==> config.mk <==
export PLATFORM = sky130hd
export DESIGN_NAME = mc_pwm_timer
export DESIGN_NICKNAME = d
export VERILOG_FILES = /design/src/rtl/pwm_tmr_pkg.sv /design/src/rtl/pwm_tick_gen.sv /design/src/rtl/pwm_counter.sv /design/src/rtl/pwm_channel.sv /design/src/rtl/mc_pwm_timer.sv
export SDC_FILE = /design/constraint.sdc
export NUM_CORES = 1
export LEC_CHECK = 0
export ABC_AREA = 1
export BUFFER_PORTS_ARGS = -buffer_cell sky130_fd_sc_hd__buf_2
export CAP_MARGIN = 0
export CORE_ASPECT_RATIO = 1.5
export CORE_MARGIN = 2
export CORE_UTILIZATION = 64
export CTS_BUF_LIST = sky130_fd_sc_hd__clkbuf_8
export CTS_CLUSTER_SIZE = 12
export DETAILED_ROUTE_END_ITERATION = 7
export PLACE_DENSITY = 0.95
export RECOVER_POWER = 50
export SLEW_MARGIN = 20
export SYNTH_ARGS = -nofsm -noshare
export SYNTH_HDL_FRONTEND = slang
export SYNTH_SLANG_ARGS = --single-unit
==> constraint.sdc <==
create_clock -name clk -period 3.29 [get_ports clk]
set_input_delay 0 -clock clk [delete_from_list [all_inputs] [get_ports clk]]
set_output_delay 0 -clock clk [all_outputs]
set_load 0.05 [all_outputs]
==> src/rtl/pwm_tmr_pkg.sv <==
package pwm_tmr_pkg;
    localparam int PSC_W  = 3;
    localparam int DATA_W = 32;

    localparam logic [7:0] OFF_CTRL  = 8'h00;
    localparam logic [7:0] OFF_CNT   = 8'h04;
    localparam logic [7:0] OFF_WRAP  = 8'h08;
    localparam logic [7:0] OFF_CHAN  = 8'h0C;
    localparam logic [7:0] OFF_START = 8'h4C;
    localparam logic [7:0] OFF_LEVEL = 8'h5C;
    localparam logic [7:0] OFF_MASK  = 8'h60;

    typedef enum logic [1:0] {
        SRC_OFF = 2'b00,
        SRC_SYS = 2'b01,
        SRC_FIX = 2'b10,
        SRC_EXT = 2'b11
    } clk_src_e;

    typedef struct packed {
        logic             center;
        clk_src_e         src;
        logic [PSC_W-1:0] psc;
    } tmr_ctrl_t;

    typedef struct packed {
        logic pwm_en;
        logic hi_true;
        logic lo_true;
    } ch_ctrl_t;

    function automatic ch_ctrl_t unpack_ch(input logic [DATA_W-1:0] d);
        ch_ctrl_t c;
        c.pwm_en  = d[5];
        c.hi_true = d[3];
        c.lo_true = d[2];
        return c;
    endfunction

    function automatic logic [DATA_W-1:0] pack_ch(input ch_ctrl_t c);
        logic [DATA_W-1:0] d;
        d    = '0;
        d[5] = c.pwm_en;
        d[3] = c.hi_true;
        d[2] = c.lo_true;
        return d;
    endfunction
endpackage

==> src/rtl/pwm_tick_gen.sv <==
module pwm_tick_gen
    import pwm_tmr_pkg::*;
(
    input  logic             clk,
    input  logic             rst,
    input  logic             clr,
    input  clk_src_e         src,
    input  logic             fix_tick,
    input  logic             ext_tick,
    input  logic [PSC_W-1:0] psc,
    output logic             step
);
    localparam int PRE_W = (1 << PSC_W) - 1;

    logic             src_tick;
    logic [PRE_W-1:0] pre_q;
    logic [PRE_W-1:0] span;

    always_comb begin
        case (src)
            SRC_SYS: src_tick = 1'b1;
            SRC_FIX: src_tick = fix_tick;
            SRC_EXT: src_tick = ext_tick;
            default: src_tick = 1'b0;
        endcase
    end

    always_comb begin
        for (int i = 0; i < PRE_W; i++) begin
            span[i] = (i < int'(psc));
        end
    end

    assign step = src_tick && ((pre_q & span) == span);

    always_ff @(posedge clk) begin
        if (rst || clr) begin
            pre_q <= '0;
        end else if (src_tick) begin
            pre_q <= pre_q + PRE_W'(1);
        end
    end

    assert_no_step_halted_R3: assert property (@(posedge clk) disable iff (rst)
        (src == SRC_OFF) |-> !step);
endmodule

==> src/rtl/pwm_counter.sv <==
module pwm_counter #(
    parameter int CNT_W = 16
) (
    input  logic             clk,
    input  logic             rst,
    input  logic             step,
    input  logic             clr,
    input  logic             center,
    input  logic [CNT_W-1:0] start,
    input  logic [CNT_W-1:0] wrap,
    output logic [CNT_W-1:0] cnt,
    output logic             rising
);
    logic [CNT_W-1:0] cnt_q, cnt_nxt;
    logic             rise_q, rise_nxt;

    always_comb begin
        cnt_nxt  = cnt_q;
        rise_nxt = rise_q;
        if (center) begin
            if (rise_q) begin
                if (cnt_q < wrap) begin
                    cnt_nxt = cnt_q + CNT_W'(1);
                end else if (cnt_q > start) begin
                    cnt_nxt  = cnt_q - CNT_W'(1);
                    rise_nxt = 1'b0;
                end
            end else begin
                if (cnt_q > start) begin
                    cnt_nxt = cnt_q - CNT_W'(1);
                end else if (cnt_q < wrap) begin
                    cnt_nxt  = cnt_q + CNT_W'(1);
                    rise_nxt = 1'b1;
                end
            end
        end else begin
            cnt_nxt = (cnt_q >= wrap) ? start : cnt_q + CNT_W'(1);
        end
    end

    always_ff @(posedge clk) begin
        if (rst) begin
            cnt_q  <= '0;
            rise_q <= 1'b0;
        end else if (clr) begin
            cnt_q  <= start;
            rise_q <= 1'b0;
        end else if (step) begin
            cnt_q  <= cnt_nxt;
            rise_q <= rise_nxt;
        end
    end

    assign cnt    = cnt_q;
    assign rising = rise_q;

    assert_hold_R3: assert property (@(posedge clk) disable iff (rst)
        (!step && !clr) |=> $stable(cnt_q));
    assert_reload_R5: assert property (@(posedge clk) disable iff (rst)
        (step && !clr && !center && cnt_q >= wrap) |=> (cnt_q == $past(start)));
    assert_turn_R6: assert property (@(posedge clk) disable iff (rst)
        (step && !clr && center && rise_q && cnt_q >= wrap && cnt_q > start)
        |=> (!rise_q && cnt_q == $past(cnt_q) - CNT_W'(1)));
    assert_clear_R11: assert property (@(posedge clk) disable iff (rst)
        clr |=> (cnt_q == $past(start) && !rise_q));
endmodule

==> src/rtl/pwm_channel.sv <==
module pwm_channel
    import pwm_tmr_pkg::*;
#(
    parameter int CNT_W = 16
) (
    input  logic             clk,
    input  logic             rst,
    input  logic [CNT_W-1:0] cnt,
    input  logic             rising,
    input  logic             center,
    input  logic             running,
    input  ch_ctrl_t         cfg,
    input  logic [CNT_W-1:0] cmp,
    input  logic             init_lvl,
    input  logic             mask_on,
    output logic             pin
);
    logic active, configured, inactive, level, pin_nxt, pin_q;

    assign active     = (cnt < cmp) || (center && rising && cnt == cmp);
    assign configured = cfg.pwm_en && (cfg.hi_true || cfg.lo_true);
    assign inactive   = !cfg.hi_true && cfg.lo_true;
    assign level      = cfg.hi_true ? active : !active;

    always_comb begin
        if (mask_on) begin
            pin_nxt = inactive;
        end else if (!running || !configured) begin
            pin_nxt = init_lvl;
        end else begin
            pin_nxt = level;
        end
    end

    always_ff @(posedge clk) begin
        if (rst) begin
            pin_q <= 1'b0;
        end else begin
            pin_q <= pin_nxt;
        end
    end

    assign pin = pin_q;

    assert_mask_high_true_R9: assert property (@(posedge clk) disable iff (rst)
        (mask_on && cfg.hi_true) |=> !pin_q);
    assert_mask_low_true_R9: assert property (@(posedge clk) disable iff (rst)
        (mask_on && !cfg.hi_true && cfg.lo_true) |=> pin_q);
    assert_zero_compare_R8: assert property (@(posedge clk) disable iff (rst)
        (running && !mask_on && cfg.pwm_en && cfg.hi_true && cmp == '0) |=> !pin_q);
    assert_stopped_level_R10: assert property (@(posedge clk) disable iff (rst)
        (!running && !mask_on) |=> (pin_q == $past(init_lvl)));
endmodule

==> src/rtl/mc_pwm_timer.sv <==
module mc_pwm_timer
    import pwm_tmr_pkg::*;
#(
    parameter int NCH   = 8,
    parameter int CNT_W = 16
) (
    input  logic              clk,
    input  logic              rst,
    input  logic              bus_wr,
    input  logic [7:0]        bus_addr,
    input  logic [DATA_W-1:0] bus_wdata,
    output logic [DATA_W-1:0] bus_rdata,
    input  logic              fix_tick,
    input  logic              ext_tick,
    output logic [NCH-1:0]    pwm_out
);
    localparam int IDX_W    = (NCH > 1) ? $clog2(NCH) : 1;
    localparam int CHAN_END = int'(OFF_CHAN) + 8 * NCH;
    localparam int CTRL_W   = $bits(tmr_ctrl_t);

    tmr_ctrl_t        ctrl_q;
    logic [CNT_W-1:0] wrap_q, start_q;
    ch_ctrl_t         chc_q [NCH];
    logic [CNT_W-1:0] chv_q [NCH];
    logic [NCH-1:0]   level_q, mask_q;

    logic [7:0]       rel;
    logic             ch_hit, ch_is_val, cnt_wr, running, step, rising;
    logic [IDX_W-1:0] ch_idx;
    logic [CNT_W-1:0] cnt;
    logic             bus_unused;

    assign rel       = bus_addr - OFF_CHAN;
    assign ch_hit    = (int'(bus_addr) >= int'(OFF_CHAN)) && (int'(bus_addr) < CHAN_END)
                       && (rel[1:0] == 2'b00);
    assign ch_is_val = rel[2];
    assign ch_idx    = rel[3 +: IDX_W];
    assign cnt_wr    = bus_wr && (bus_addr == OFF_CNT);
    assign running   = (ctrl_q.src != SRC_OFF);
    assign bus_unused = ^{rel, bus_wdata};

    always_ff @(posedge clk) begin
        if (rst) begin
            ctrl_q  <= '0;
            wrap_q  <= '0;
            start_q <= '0;
            level_q <= '0;
            mask_q  <= '0;
            for (int i = 0; i < NCH; i++) begin
                chc_q[i] <= '0;
                chv_q[i] <= '0;
            end
        end else if (bus_wr) begin
            if (ch_hit) begin
                if (ch_is_val) begin
                    chv_q[ch_idx] <= bus_wdata[CNT_W-1:0];
                end else begin
                    chc_q[ch_idx] <= unpack_ch(bus_wdata);
                end
            end else begin
                case (bus_addr)
                    OFF_CTRL:  ctrl_q  <= tmr_ctrl_t'(bus_wdata[CTRL_W-1:0]);
                    OFF_WRAP:  wrap_q  <= bus_wdata[CNT_W-1:0];
                    OFF_START: start_q <= bus_wdata[CNT_W-1:0];
                    OFF_LEVEL: level_q <= bus_wdata[NCH-1:0];
                    OFF_MASK:  mask_q  <= bus_wdata[NCH-1:0];
                    default: ;
                endcase
            end
        end
    end

    always_comb begin
        bus_rdata = '0;
        if (ch_hit) begin
            bus_rdata = ch_is_val ? DATA_W'(chv_q[ch_idx]) : pack_ch(chc_q[ch_idx]);
        end else begin
            case (bus_addr)
                OFF_CTRL:  bus_rdata = DATA_W'(ctrl_q);
                OFF_CNT:   bus_rdata = DATA_W'(cnt);
                OFF_WRAP:  bus_rdata = DATA_W'(wrap_q);
                OFF_START: bus_rdata = DATA_W'(start_q);
                OFF_LEVEL: bus_rdata = DATA_W'(level_q);
                OFF_MASK:  bus_rdata = DATA_W'(mask_q);
                default:   bus_rdata = '0;
            endcase
        end
    end

    pwm_tick_gen u_tick (
        .clk      (clk),
        .rst      (rst),
        .clr      (cnt_wr),
        .src      (ctrl_q.src),
        .fix_tick (fix_tick),
        .ext_tick (ext_tick),
        .psc      (ctrl_q.psc),
        .step     (step)
    );

    pwm_counter #(.CNT_W(CNT_W)) u_cnt (
        .clk    (clk),
        .rst    (rst),
        .step   (step),
        .clr    (cnt_wr),
        .center (ctrl_q.center),
        .start  (start_q),
        .wrap   (wrap_q),
        .cnt    (cnt),
        .rising (rising)
    );

    for (genvar g = 0; g < NCH; g++) begin : g_ch
        pwm_channel #(.CNT_W(CNT_W)) u_ch (
            .clk      (clk),
            .rst      (rst),
            .cnt      (cnt),
            .rising   (rising),
            .center   (ctrl_q.center),
            .running  (running),
            .cfg      (chc_q[g]),
            .cmp      (chv_q[g]),
            .init_lvl (level_q[g]),
            .mask_on  (mask_q[g]),
            .pin      (pwm_out[g])
        );
    end

    assert_halted_count_R3: assert property (@(posedge clk) disable iff (rst)
        (ctrl_q.src == SRC_OFF && !cnt_wr) |=> $stable(cnt));
    assert_write_restart_R11: assert property (@(posedge clk) disable iff (rst)
        cnt_wr |=> (cnt == $past(start_q)));
endmodule

==> results of run 1 <==
synth_stat cells (all sizes together) (3+ instances only):
master | number | area, um2
edfxtp | 152 | 4560
a21o | 3 | 22.5
o21ai | 112 | 561
o221ai | 11 | 96.3
a31oi | 7 | 43.8
a21oi | 185 | 930
nand4 | 45 | 282
inv | 319 | 1200
nand2 | 361 | 1380
o211ai | 4 | 30.0
buf | 37 | 246
nand3 | 137 | 701
a22oi | 26 | 195
nor3 | 32 | 193
clkbuf | 47 | 176
xor2 | 19 | 166
clkinv | 4 | 15.0
nor3b | 4 | 30.0
dfxtp | 86 | 1720
ha | 167 | 2090
o22ai | 50 | 313
o21bai | 3 | 22.5
nor2 | 272 | 1030
stage by stage:
step | cell area, um2 | power, W
6_report | 17900 | 0.00693
5_1_grt | 17900 | 0.00711
2_1_floorplan | 16100 | 0.00389
4_1_cts | 18000 | 0.00689
3_5_place_dp | 16900 | 0.00417
3_3_place_gp | 16900 | 0.00414
metal layers:
metal | wire length, um | GRT usage [%]
met5 | 0 | 0
met4 | 5900 | 37.9
met3 | 5220 | 6.99
met2 | 24700 | 66.9
met1 | 17100 | 43.0
critical path: stages:
cell and delay (ns):
clkbuf_1 0.25, ha_1 0.28, inv_1 0.08, nand2_1 0.09, xor2_1 0.17, nand3_1 0.16
nor2_4 0.16, inv_2 0.16, nor3_1 1.45, nand2_2 0.12, nand2_1 0.16, buf_4 0.27
how the worst max path moves through the flow:
stage / end / from
floorplan: u_cnt.cnt[10] / u_cnt.cnt[11]
CTS: u_cnt.cnt[1] / u_cnt.cnt[15]
detailed placement: u_cnt.cnt[12] / u_cnt.cnt[13]
finish: chv_q[7][3] / bus_addr[2]
global route: chv_q[6][9] / bus_addr[2]
global placement: u_cnt.cnt[10] / u_cnt.cnt[15]
registers in the layout, indices dropped and copies added, names as in the netlist:
signal	cells
chv_q	128
chc_q	24
start_q	16
u_cnt.cnt	16
wrap_q	16
g_ch.u_ch.pin	8
level_q	8
mask_q	8
u_tick.pre_q	7
ctrl_q	6
u_cnt.rising	1
area by class of cell:
class,count,area (um2)
Inverter,323,1210
Fill cell,1951,6980
Sequential cell,238,6290
Multi-Input combinational cell,1464,8200
Clock inverter,20,135
Clock buffer,49,674
Tap cell,328,410
Timing Repair Buffer,143,976
power by group:
part / internal (W) / switching, W
Sequential: 0.00327 / 0.0000606
Clock: 0.00150 / 0.00127
Combinational: 0.000238 / 0.000597
Total: 0.00500 / 0.00193
kinds of logic (layout without fill, tap and decap cells):
kind of cell / Yosys count / in the layout / share of synthesized area [%]
simple gates: 854 / 854 / 22.6
buf+inv: 407 / 535 / 10.2
compound gates: 406 / 406 / 14.0
flops: 238 / 238 / 39.1
fa+ha+maj: 167 / 167 / 13.0
xor+xnor: 21 / 21 / 1.14
other cells: 1 / 16 / 0.0233
==> reports/results.ini, run 1 <==
[synth]
syn_inst=2094
ys_async_sr_fraction_pct=0
synth_edf_count=152
netlist_area_mm2=0.0161
seq_area_frac_synth_pct=39.1
synth_area_per_cell_um2=7.68
ys_warn_count=0
ys_ff_latch=238
synth_ff_type=edfxtp_1
yosys.cell_types.count=39

[die]
die_x_um=133
core_mm2=0.0249
fp.dieArea_mm2=0.0264
rows=71
num_io_pins=85
die_h_um=198
start_util_pct=64.6

[clock_network]
insertion_delay_ns=0.59
clock-root-buffer=clkbuf_8
tritoncts=done
cts.path.max_buffers=3
post_cts_buffers=0
cts_hold_buffers=20
htreeDepth=2
cts_inserted_buffers=38
cts_sinks=238
cts.reportedPaths.clkPinSlew_ns=0.06
cts_resized=0

[worst_hold_path]
whs_endpoint=u_tick.pre_q[1]
min_from=fix_tick
min-delay-path-class=primary input to flip-flop
hold_path_depth=7

[global_routing]
antenna_found_initial=0
grt_pass1_vias=16025
grt-ovfl-total=0
grt_max_degree=50
gr-usage-all-layers_pct=40.2
grt_pass1_wl_um=81900

[timing]
finalSetupViolCount=0
tightestPinTransition_ns=1.89
setup_ws_ns=0.193
fin_setup_tns_ns=0
fin_crit_sh_pct=94.1
max_freq_ghz=0.323
finalMaxSlewViolations=9
layout_min_cycle_time_ns=3.10
rsz0062_at_grt=false
hold_viol_final=0
slew_headroom_pct=-27.0
skew_ns=0.0222
timing.hold.ws_ns=0.0414

[pwr]
leakage_nw=8.57
power_density_mw_per_mm2=387
vdd_drop_max_v=0.000310

[cells_and_area]
layout_common_cells=352 x nand2_1, 326 x inv_1, 271 x nor2_1
final_core_utilization_pct=72.0
nets=2420
layoutNonFillerInstCount=2565
diodes=0
final_common_cell=nand2_1
drive_gt1_share_pct=8.49
syn2layout_area_growth_pct=11.3

[critical_path]
regToRegSetupSlack_ns=0.48
timing.rr.end=u_cnt.cnt[14]
end_kind=flip-flop
worstSetupPathType=primary input to flip-flop
start_kind=primary input
reg2reg_depth=12
worst_ep_required_time_ns=3.55
worstReg2RegStart=u_cnt.cnt[13]
arrival_ns=3.36
worstPathMaxFanout=16

[routing]
drt-pass1-iter-count=6
ant_nets=0
vias=15982
routed_via_density=6.23
routedWlPerCell_um=20.7
drc_errors=0
drt-total-wl_um=53000
drt_iter0_drc=1983

[status]
status=complete, but fails checks
failed_checks=capacitance limit, slew limit

[placement]
dp_hpwl_um=38800
io_buffer_count=52
dp.cells=2476
gp_congestion=1.03
post-place-ws_ns=0.654

[run]
max_cap_violations=1

(Power assumes the default switching activity.)
==> inputs of run 2 (changes only) <==
--- a/config.mk
+++ b/config.mk
@@ -5,18 +5,18 @@
 export SDC_FILE = /design/constraint.sdc
 export NUM_CORES = 1
 export LEC_CHECK = 0
-export ABC_AREA = 1
 export BUFFER_PORTS_ARGS = -buffer_cell sky130_fd_sc_hd__buf_2
 export CAP_MARGIN = 0
 export CORE_ASPECT_RATIO = 1.5
 export CORE_MARGIN = 2
-export CORE_UTILIZATION = 64
+export CORE_UTILIZATION = 65
 export CTS_BUF_LIST = sky130_fd_sc_hd__clkbuf_8
-export CTS_CLUSTER_SIZE = 12
+export CTS_CLUSTER_SIZE = 16
 export DETAILED_ROUTE_END_ITERATION = 7
 export PLACE_DENSITY = 0.95
 export RECOVER_POWER = 50
 export SLEW_MARGIN = 20
 export SYNTH_ARGS = -nofsm -noshare
 export SYNTH_HDL_FRONTEND = slang
+export SYNTH_HIERARCHICAL = 1
 export SYNTH_SLANG_ARGS = --single-unit
==> run 2 against run 1 <==
Effect of this change:
- critical path type is now flip-flop to flip-flop
- the run ends with DRC left
- power up 1.2%
- sequential share of layout area fell by 2.8 points
- sequential cell count is the same
- maximum frequency is 3.0% lower
- clock power is 2% lower
==> reports/results.ini, run 2 <==
[synth]
synthXorXnorAreaFrac_pct=1.19  ; +0.044 points
synth_edf_count=152  ; unchanged
ys_ff_latch=238  ; unchanged
synth_most_common_cell=inv_1
netlist_area_mm2=0.0177  ; +10%
synth_area_leaders=edfxtp_1 26%, ha_1 12%, dfxtp_1 9.7%, and2_1 5.0%, mux2i_1 4.5%
ys_top_cells_by_count=186 x inv_1, 168 x ha_1, 155 x nand2_1
muxShareOfSynthArea_pct=5.82  ; +5.8 points
synth_simple_gate_area_share_pct=20.4  ; -2.2 points
yosys.cell_types.count=103  ; +160%
ys_warn_count=6  ; +6
seq_area_frac_synth_pct=35.5  ; -3.6 points
synth_ff_type=edfxtp_1
syn_inst=1925  ; -8.1%
yosysTopAreaCellShare_pct=25.8  ; -2.6 points
synth_compound_area_share_pct=17.9  ; +3.9 points
synth_area_per_cell_um2=9.19  ; +20%
ys_async_sr_fraction_pct=0  ; unchanged
synth_top_family_by_area=simple AND/OR/NAND/NOR gates
synth_largest_area_cell=edfxtp_1
synth_adder_area_share_pct=11.9  ; -1.1 points

[critical_path]
cpMaxStageDelayCell=o211ai_1
arrival_ns=3.67  ; +0.31 ns
worstPathMaxFanout=7  ; -9
worstSetupPathType=flip-flop to flip-flop
end_kind=flip-flop
start_kind=flip-flop
cpMostUsedCell=buf_4
regToRegSetupSlack_ns=0.1  ; -0.38 ns
max_stage_delay_ns=0.45  ; -1.00 ns
path_cells=inv_1 -> ha_1 -> nor2b_1 -> o211ai_1 -> a2111oi_4 -> o41ai_4 -> buf_4 -> nor3_4 -> buf_4 -> o31a_1 -> a31o_1 -> a221oi_2
worst_ep_required_time_ns=3.77  ; +0.22 ns

[cells_and_area]
stdcell_area_mm2=0.0194  ; +8.6%
layout_common_cells=190 x inv_1, 167 x ha_1, 155 x nand2_1
largest_register_ffs=128  ; unchanged
final_common_cell=inv_1
reg_top3=chv_q: 128 flops, chc_q: 24 flops
regMostFlops=chv_q
drive_gt1_share_pct=12.8  ; +4.3 points
syn2layout_area_growth_pct=9.85
final_core_utilization_pct=71.9  ; about the same
nets=2245  ; -7.2%

[pwr]
power_density_mw_per_mm2=361  ; -6.8%
vdd_drop_max_v=0.000510  ; +65%
leakage_nw=8.36  ; -2.4%

[timing]
fin_setup_tns_ns=0  ; unchanged
timing.hold.ws_ns=0.0106  ; -0.0308 ns
finalMaxSlewViolations=0  ; -9
tightestPinTransition_ns=1.12  ; -0.772 ns
max_freq_ghz=0.313  ; -3.0%
rsz0062_at_grt=false
layout_min_cycle_time_ns=3.19  ; +0.0957 ns
slew_headroom_pct=25.2  ; +52 points
fin_crit_sh_pct=97.0  ; +2.9 points
skew_ns=0.0189  ; -0.00327 ns
hold_viol_final=0  ; unchanged
finalSetupViolCount=0  ; unchanged

[clock_network]
cts.reportedPaths.clkPinSlew_ns=0.07  ; about the same
clock-root-buffer=clkbuf_8
cts_inserted_buffers=38  ; unchanged
insertion_delay_ns=0.57  ; -0.02 ns
htreeDepth=2  ; unchanged
tritoncts=done
cts.path.max_buffers=3  ; unchanged
cts_sinks=238  ; unchanged

[global_routing]
grt_max_degree=51  ; +2.0%
grt_pass1_wl_um=94900  ; +16%
grt-ovfl-total=0  ; unchanged
antenna_found_initial=3  ; +3
grt_pass1_vias=16692  ; +4.2%
gr-usage-all-layers_pct=44.2  ; +3.9 points

[run]
max_cap_violations=0  ; -1

[routing]
drc_errors=1  ; +1
vias=16588  ; +3.8%
drt_iter0_drc=2112  ; +6.5%
ant_nets=0  ; unchanged
drt-pass1-iter-count=8  ; +2
routed_via_density=6.90  ; +11%
drt-total-wl_um=63900  ; +21%
routedWlPerCell_um=26.6  ; +29%

[die]
die_h_um=206  ; +4.0%
start_util_pct=65.5  ; +0.82 points
fp.dieArea_mm2=0.0286  ; +8.2%
die_x_um=139  ; +4.0%
rows=74  ; +4.2%
core_mm2=0.0270  ; +8.7%
num_io_pins=85  ; unchanged

[placement]
gp_congestion=1.02  ; -0.47%
place_area_mm2=0.0186  ; +9.5%
dp_hpwl_um=47600  ; +23%
io_buffer_count=52  ; unchanged

[status]
failed_checks=DRC
status=complete, but fails checks

[worst_hold_path]
min-delay-path-class=primary input to flip-flop

-- run 2: critical path: cells and delay by family (launching register included) --
| family | cells | cell delay (ns) |
|---|---|---|
| compound gates | 6 | 1.68 |
| simple gates | 2 | 0.20 |
| fa+ha+maj | 1 | 0.28 |
| flops | 1 | 0.44 |
| buf+inv | 3 | 0.49 |
-- run 2: per-stage QoR --
stage	cells	worst slack, ns	total power, W
finish	2404	0.0978	0.00702
global route	2403	0.0382	0.00718
CTS	2403	0.258	0.00696
detailed placement	2315	0.277	0.00431
global placement	2315	0.324	0.00428
floorplan	1940	0.160	0.00397
-- run 2: power by group --
part	switching, W	internal [W]
registers	0.0000875	0.00327
clock network	0.00128	0.00142
logic	0.000646	0.000310
total	0.00201	0.00500
-- run 2: layout make-up --
class | count | area, um2
Clock buffer | 42 | 578
Clock inverter | 27 | 204
Inverter | 187 | 702
Multi-Input combinational cell | 1409 | 10200
Timing Repair Buffer | 158 | 1080
Tap cell | 342 | 428
Antenna cell | 1 | 2.50
Sequential cell | 238 | 6290
Fill cell | 1971 | 7590
-- run 2: what timing repair did --
| item | 4_1_cts | 5_1_grt |
|---|---|---|
| endpoints found under the hold margin | 111 | 0 |
| setup endpoints to repair | 0 | 2 |
| setup buffers | 0 | 0 |
| gates resized for setup | 0 | 2 |
| hold buffers | 19 | 0 |
-- run 2: final timing paths --
kind                                   from              end  depth (start not counted)
worst min-delay path               ext_tick  u_tick/pre_q[1]                          4
worst min register to register  start_q[13]      start_q[13]                          2
worst max register to register   start_q[1]    u_cnt/cnt[12]                         12
worst max-delay path             start_q[1]    u_cnt/cnt[12]                         12
-- run 2: cells by family after synthesis --
family          Yosys count
fa+ha+maj               168
buf+inv                 293
simple gates            663
other cells               1
flops                   238
mux                      98
xor+xnor                 24
compound gates          440
-- run 2: metal layers --
| layer | share of wire, % | wire, um | vias to the layer above | global-route usage, % |
|---|---|---|---|---|
| met4 | 11 | 7340 | 4 | 42.4 |
| met5 | 0.036 | 23 | - | 0 |
| met1 | 32 | 20500 | 7702 | 48.0 |
| met2 | 46 | 29200 | 1236 | 71.9 |
| met3 | 11 | 6900 | 429 | 8.85 |
| li1 | - | - | 7217 | - |
==> inputs of run 3 (changes only) <==
--- a/config.mk
+++ b/config.mk
@@ -5,10 +5,10 @@
 export SDC_FILE = /design/constraint.sdc
 export NUM_CORES = 1
 export LEC_CHECK = 0
+export ABC_AREA = 1
 export BUFFER_PORTS_ARGS = -buffer_cell sky130_fd_sc_hd__buf_2
 export CAP_MARGIN = 0
 export CORE_ASPECT_RATIO = 1.5
-export CORE_MARGIN = 2
 export CORE_UTILIZATION = 65
 export CTS_BUF_LIST = sky130_fd_sc_hd__clkbuf_8
 export CTS_CLUSTER_SIZE = 16
==> run 3 against run 2 <==
Effect of this change:
- the run ends with DRC, capacitance limit, slew limit left
- synthesized cell count grew 32%
- cell count grew 25%
- worst hold slack gained 0.081 ns
- clock skew grew 0.014 ns
- die area shrank 1.1%
- sequential share of layout area grew 0.12 points
- power shrank 1.9%
- routed wire length shrank 9.2%
- worst setup slack gained 0.31 ns
==> reports/results.ini, run 3 <==
[placement]
dp_hpwl_um=40400  ; -15%
gp_congestion=0.997  ; -2.4%
post-place-ws_ns=0.689  ; +0.412 ns
io_buffer_count=52  ; unchanged
place_area_mm2=0.0186  ; +0.19%

[timing]
tightestPinTransition_ns=1.64  ; +0.517 ns
fin_crit_sh_pct=87.6  ; -9.4 points
layout_min_cycle_time_ns=2.88  ; -0.310 ns
finalSetupViolCount=0  ; unchanged
setup_ws_ns=0.408  ; +0.310 ns
fin_setup_tns_ns=0  ; unchanged
max_freq_ghz=0.347  ; +11%
hold_viol_final=0  ; unchanged
slew_headroom_pct=-9.03  ; -34 points
rsz0062_at_grt=false
finalMaxSlewViolations=33  ; +33
skew_ns=0.0328  ; +0.0139 ns
timing.hold.ws_ns=0.0915  ; +0.0809 ns

[clock_network]
insertion_delay_ns=0.59  ; +0.02 ns
clock-root-buffer=clkbuf_8
cts_inserted_buffers=39  ; +2.6%
htreeDepth=2  ; unchanged
cts.path.max_buffers=3  ; unchanged
cts.reportedPaths.clkPinSlew_ns=0.07  ; about the same
cts_sinks=238  ; unchanged
cts_resized=0  ; unchanged
cts_hold_buffers=19  ; unchanged
post_cts_buffers=0  ; unchanged
tritoncts=done

[synth]
synth_area_leaders=edfxtp_1 25%, nand2_1 15%, ha_1 12%, dfxtp_1 9.6%, nor2_1 9.2%
synth_most_common_cell=nand2_1
ys_warn_count=6  ; unchanged
yosysTopAreaCellShare_pct=25.4  ; -0.35 points
syn_inst=2548  ; +32%
seq_area_frac_synth_pct=35.0  ; -0.48 points
ys_async_sr_fraction_pct=0  ; unchanged
ys_top_cells_by_count=694 x nand2_1, 441 x nor2_1, 330 x inv_1
synth_edf_count=152  ; unchanged
synth_ff_type=edfxtp_1
ys_ff_latch=238  ; unchanged
synth_area_per_cell_um2=7.04  ; -23%
yosys.cell_types.count=50  ; -51%
synth_largest_area_cell=edfxtp_1
netlist_area_mm2=0.0179  ; +1.4%

[status]
failed_checks=DRC, capacitance limit, slew limit
status=complete, but fails checks

[run]
max_cap_violations=1  ; +1

[die]
fp.dieArea_mm2=0.0283  ; -1.1%
core_mm2=0.0272  ; +0.69%
die_h_um=205  ; -0.30%
start_util_pct=65.9  ; +0.45 points
die_x_um=138  ; -0.77%
rows=74  ; unchanged
num_io_pins=85  ; unchanged

[global_routing]
grt_max_degree=63  ; +24%
grt_pass1_wl_um=90000  ; -5.2%
antenna_found_initial=2  ; -1
grt_pass1_vias=18099  ; +8.4%
grt-ovfl-total=0  ; unchanged
gr-usage-all-layers_pct=42.9  ; -1.3 points

[critical_path]
arrival_ns=2.88  ; -0.79 ns
start_kind=primary input
worstSetupPathType=primary input to output port
cpMaxStageDelayCell=clkbuf_2
cpMostUsedCell=nand2_1
path_cells=clkbuf_1 -> inv_1 -> ha_2 -> inv_1 -> clkbuf_2 -> nor2_1 -> o21ai_0 -> nand2_1 -> nand2_1 -> nand4_1 -> nand2_1 -> buf_2
end_kind=output port
max_stage_delay_ns=0.53  ; +0.08 ns
critPathBufInv=5  ; +2
worstPathMaxFanout=25  ; +18
path_delay_family=buffers and inverters
worst_ep_required_time_ns=3.29  ; -0.48 ns

[routing]
drt-pass1-iter-count=8  ; unchanged
ant_nets=0  ; unchanged
drt-total-wl_um=58000  ; -9.2%
routedWlPerCell_um=19.4  ; -27%
vias=18102  ; +9.1%
routed_via_density=6.04  ; -12%
drt_iter0_drc=2183  ; +3.4%
drc_errors=1  ; unchanged

[pwr]
p_seq_share_pct=48.5  ; +0.6 points
cell_internal_pwr_w=0.00490  ; -2.0%
pwr-share-comb_pct=13.2  ; -0.4 points
vdd_drop_max_v=0.000426  ; -17%
p_total_w=0.00688  ; -1.9%
p_clk_share_pct=38.4  ; about the same
leakage_nw=9.88  ; +18%
power_density_mw_per_mm2=355  ; -1.5%
swShare_pct=28.7  ; +0.070 points
net-switching-power_w=0.00198  ; -1.7%

[cells_and_area]
stdcell_area_mm2=0.0194  ; -0.38%
diodes=0  ; -1
nets=2841  ; +27%
nFillCells=2049  ; +4.0%
syn2layout_area_growth_pct=7.94
layout_common_cells=696 x nand2_1, 443 x nor2_1, 341 x inv_1
regMostFlops=chv_q
reg_top3=chv_q: 128 flops, chc_q: 24 flops
drive_gt1_share_pct=9.83  ; -2.9 points
final_common_cell=nand2_1
largest_register_ffs=128  ; unchanged

[worst_hold_path]
min-delay-path-class=primary input to flip-flop

run 3: path summary, 6_finish.rpt:
path | from | end | slack, ns | cells past startpoint
setup / recovery | bus_addr[2] | bus_rdata[10] | 0.41 | 12
hold reg to reg | u_tick/pre_q[5] | u_tick/pre_q[5] | 0.49 | 2
hold / removal | rst | g_ch[1].u_ch/pin | 0.09 | 3
setup reg to reg | u_cnt/cnt[10] | u_cnt/cnt[1] | 0.44 | 12
run 3: tightest hold or removal path, cell delays in order:
cell and delay [ns]:
buf_2 0.16, buf_4 0.31, a21oi_2 0.16
run 3: power by group through the flow:
stage	clock network [W]	logic (W)	registers, W
2_1_floorplan	0	0.000603	0.00338
3_3_place_gp	0	0.000824	0.00339
3_5_place_dp	0	0.000864	0.00340
4_1_cts	0.00263	0.000886	0.00333
5_1_grt	0.00276	0.000984	0.00335
6_report	0.00264	0.000907	0.00334
run 3: metal layers:
| metal | part of all wire (%) | wire (um) | GRT usage, % |
|---|---|---|---|
| met4 | 11 | 6100 | 40.5 |
| met3 | 12 | 6740 | 14.7 |
| met2 | 47 | 27000 | 68.9 |
| met1 | 31 | 18200 | 42.7 |
| met5 | 0.040 | 23 | 0 |
run 3: cells by family (layout without fill, tap and decap cells):
kind of cell,Yosys count,in the layout,share of synthesized area [%]
compound gates,272,272,8.63
xor+xnor,24,24,1.17
fa+ha+maj,168,168,11.7
buf+inv,462,553,10.6
flops,238,238,35.0
mux,1,1,0.0558
other cells,1,16,0.0209
simple gates,1382,1382,32.8
run 3: final cells by class:
| type | count | area [um2] | area share [%] |
|---|---|---|---|
| Timing Repair Buffer | 125 | 857 | 4.43 |
| Clock buffer | 41 | 564 | 2.91 |
| Tap cell | 342 | 428 | 2.21 |
| Sequential cell | 238 | 6290 | 32.5 |
| Clock inverter | 26 | 191 | 0.988 |
| Multi-Input combinational cell | 1863 | 9680 | 50.0 |
| Inverter | 361 | 1360 | 7.01 |
run 3: per-stage QoR:
stage,cells,util (%)
final,2996,71.2
after global routing,2996,71.2
after CTS,2996,71.8
after detailed placement,2910,68.3
after global placement,2910,68.3
after floorplan,2563,-
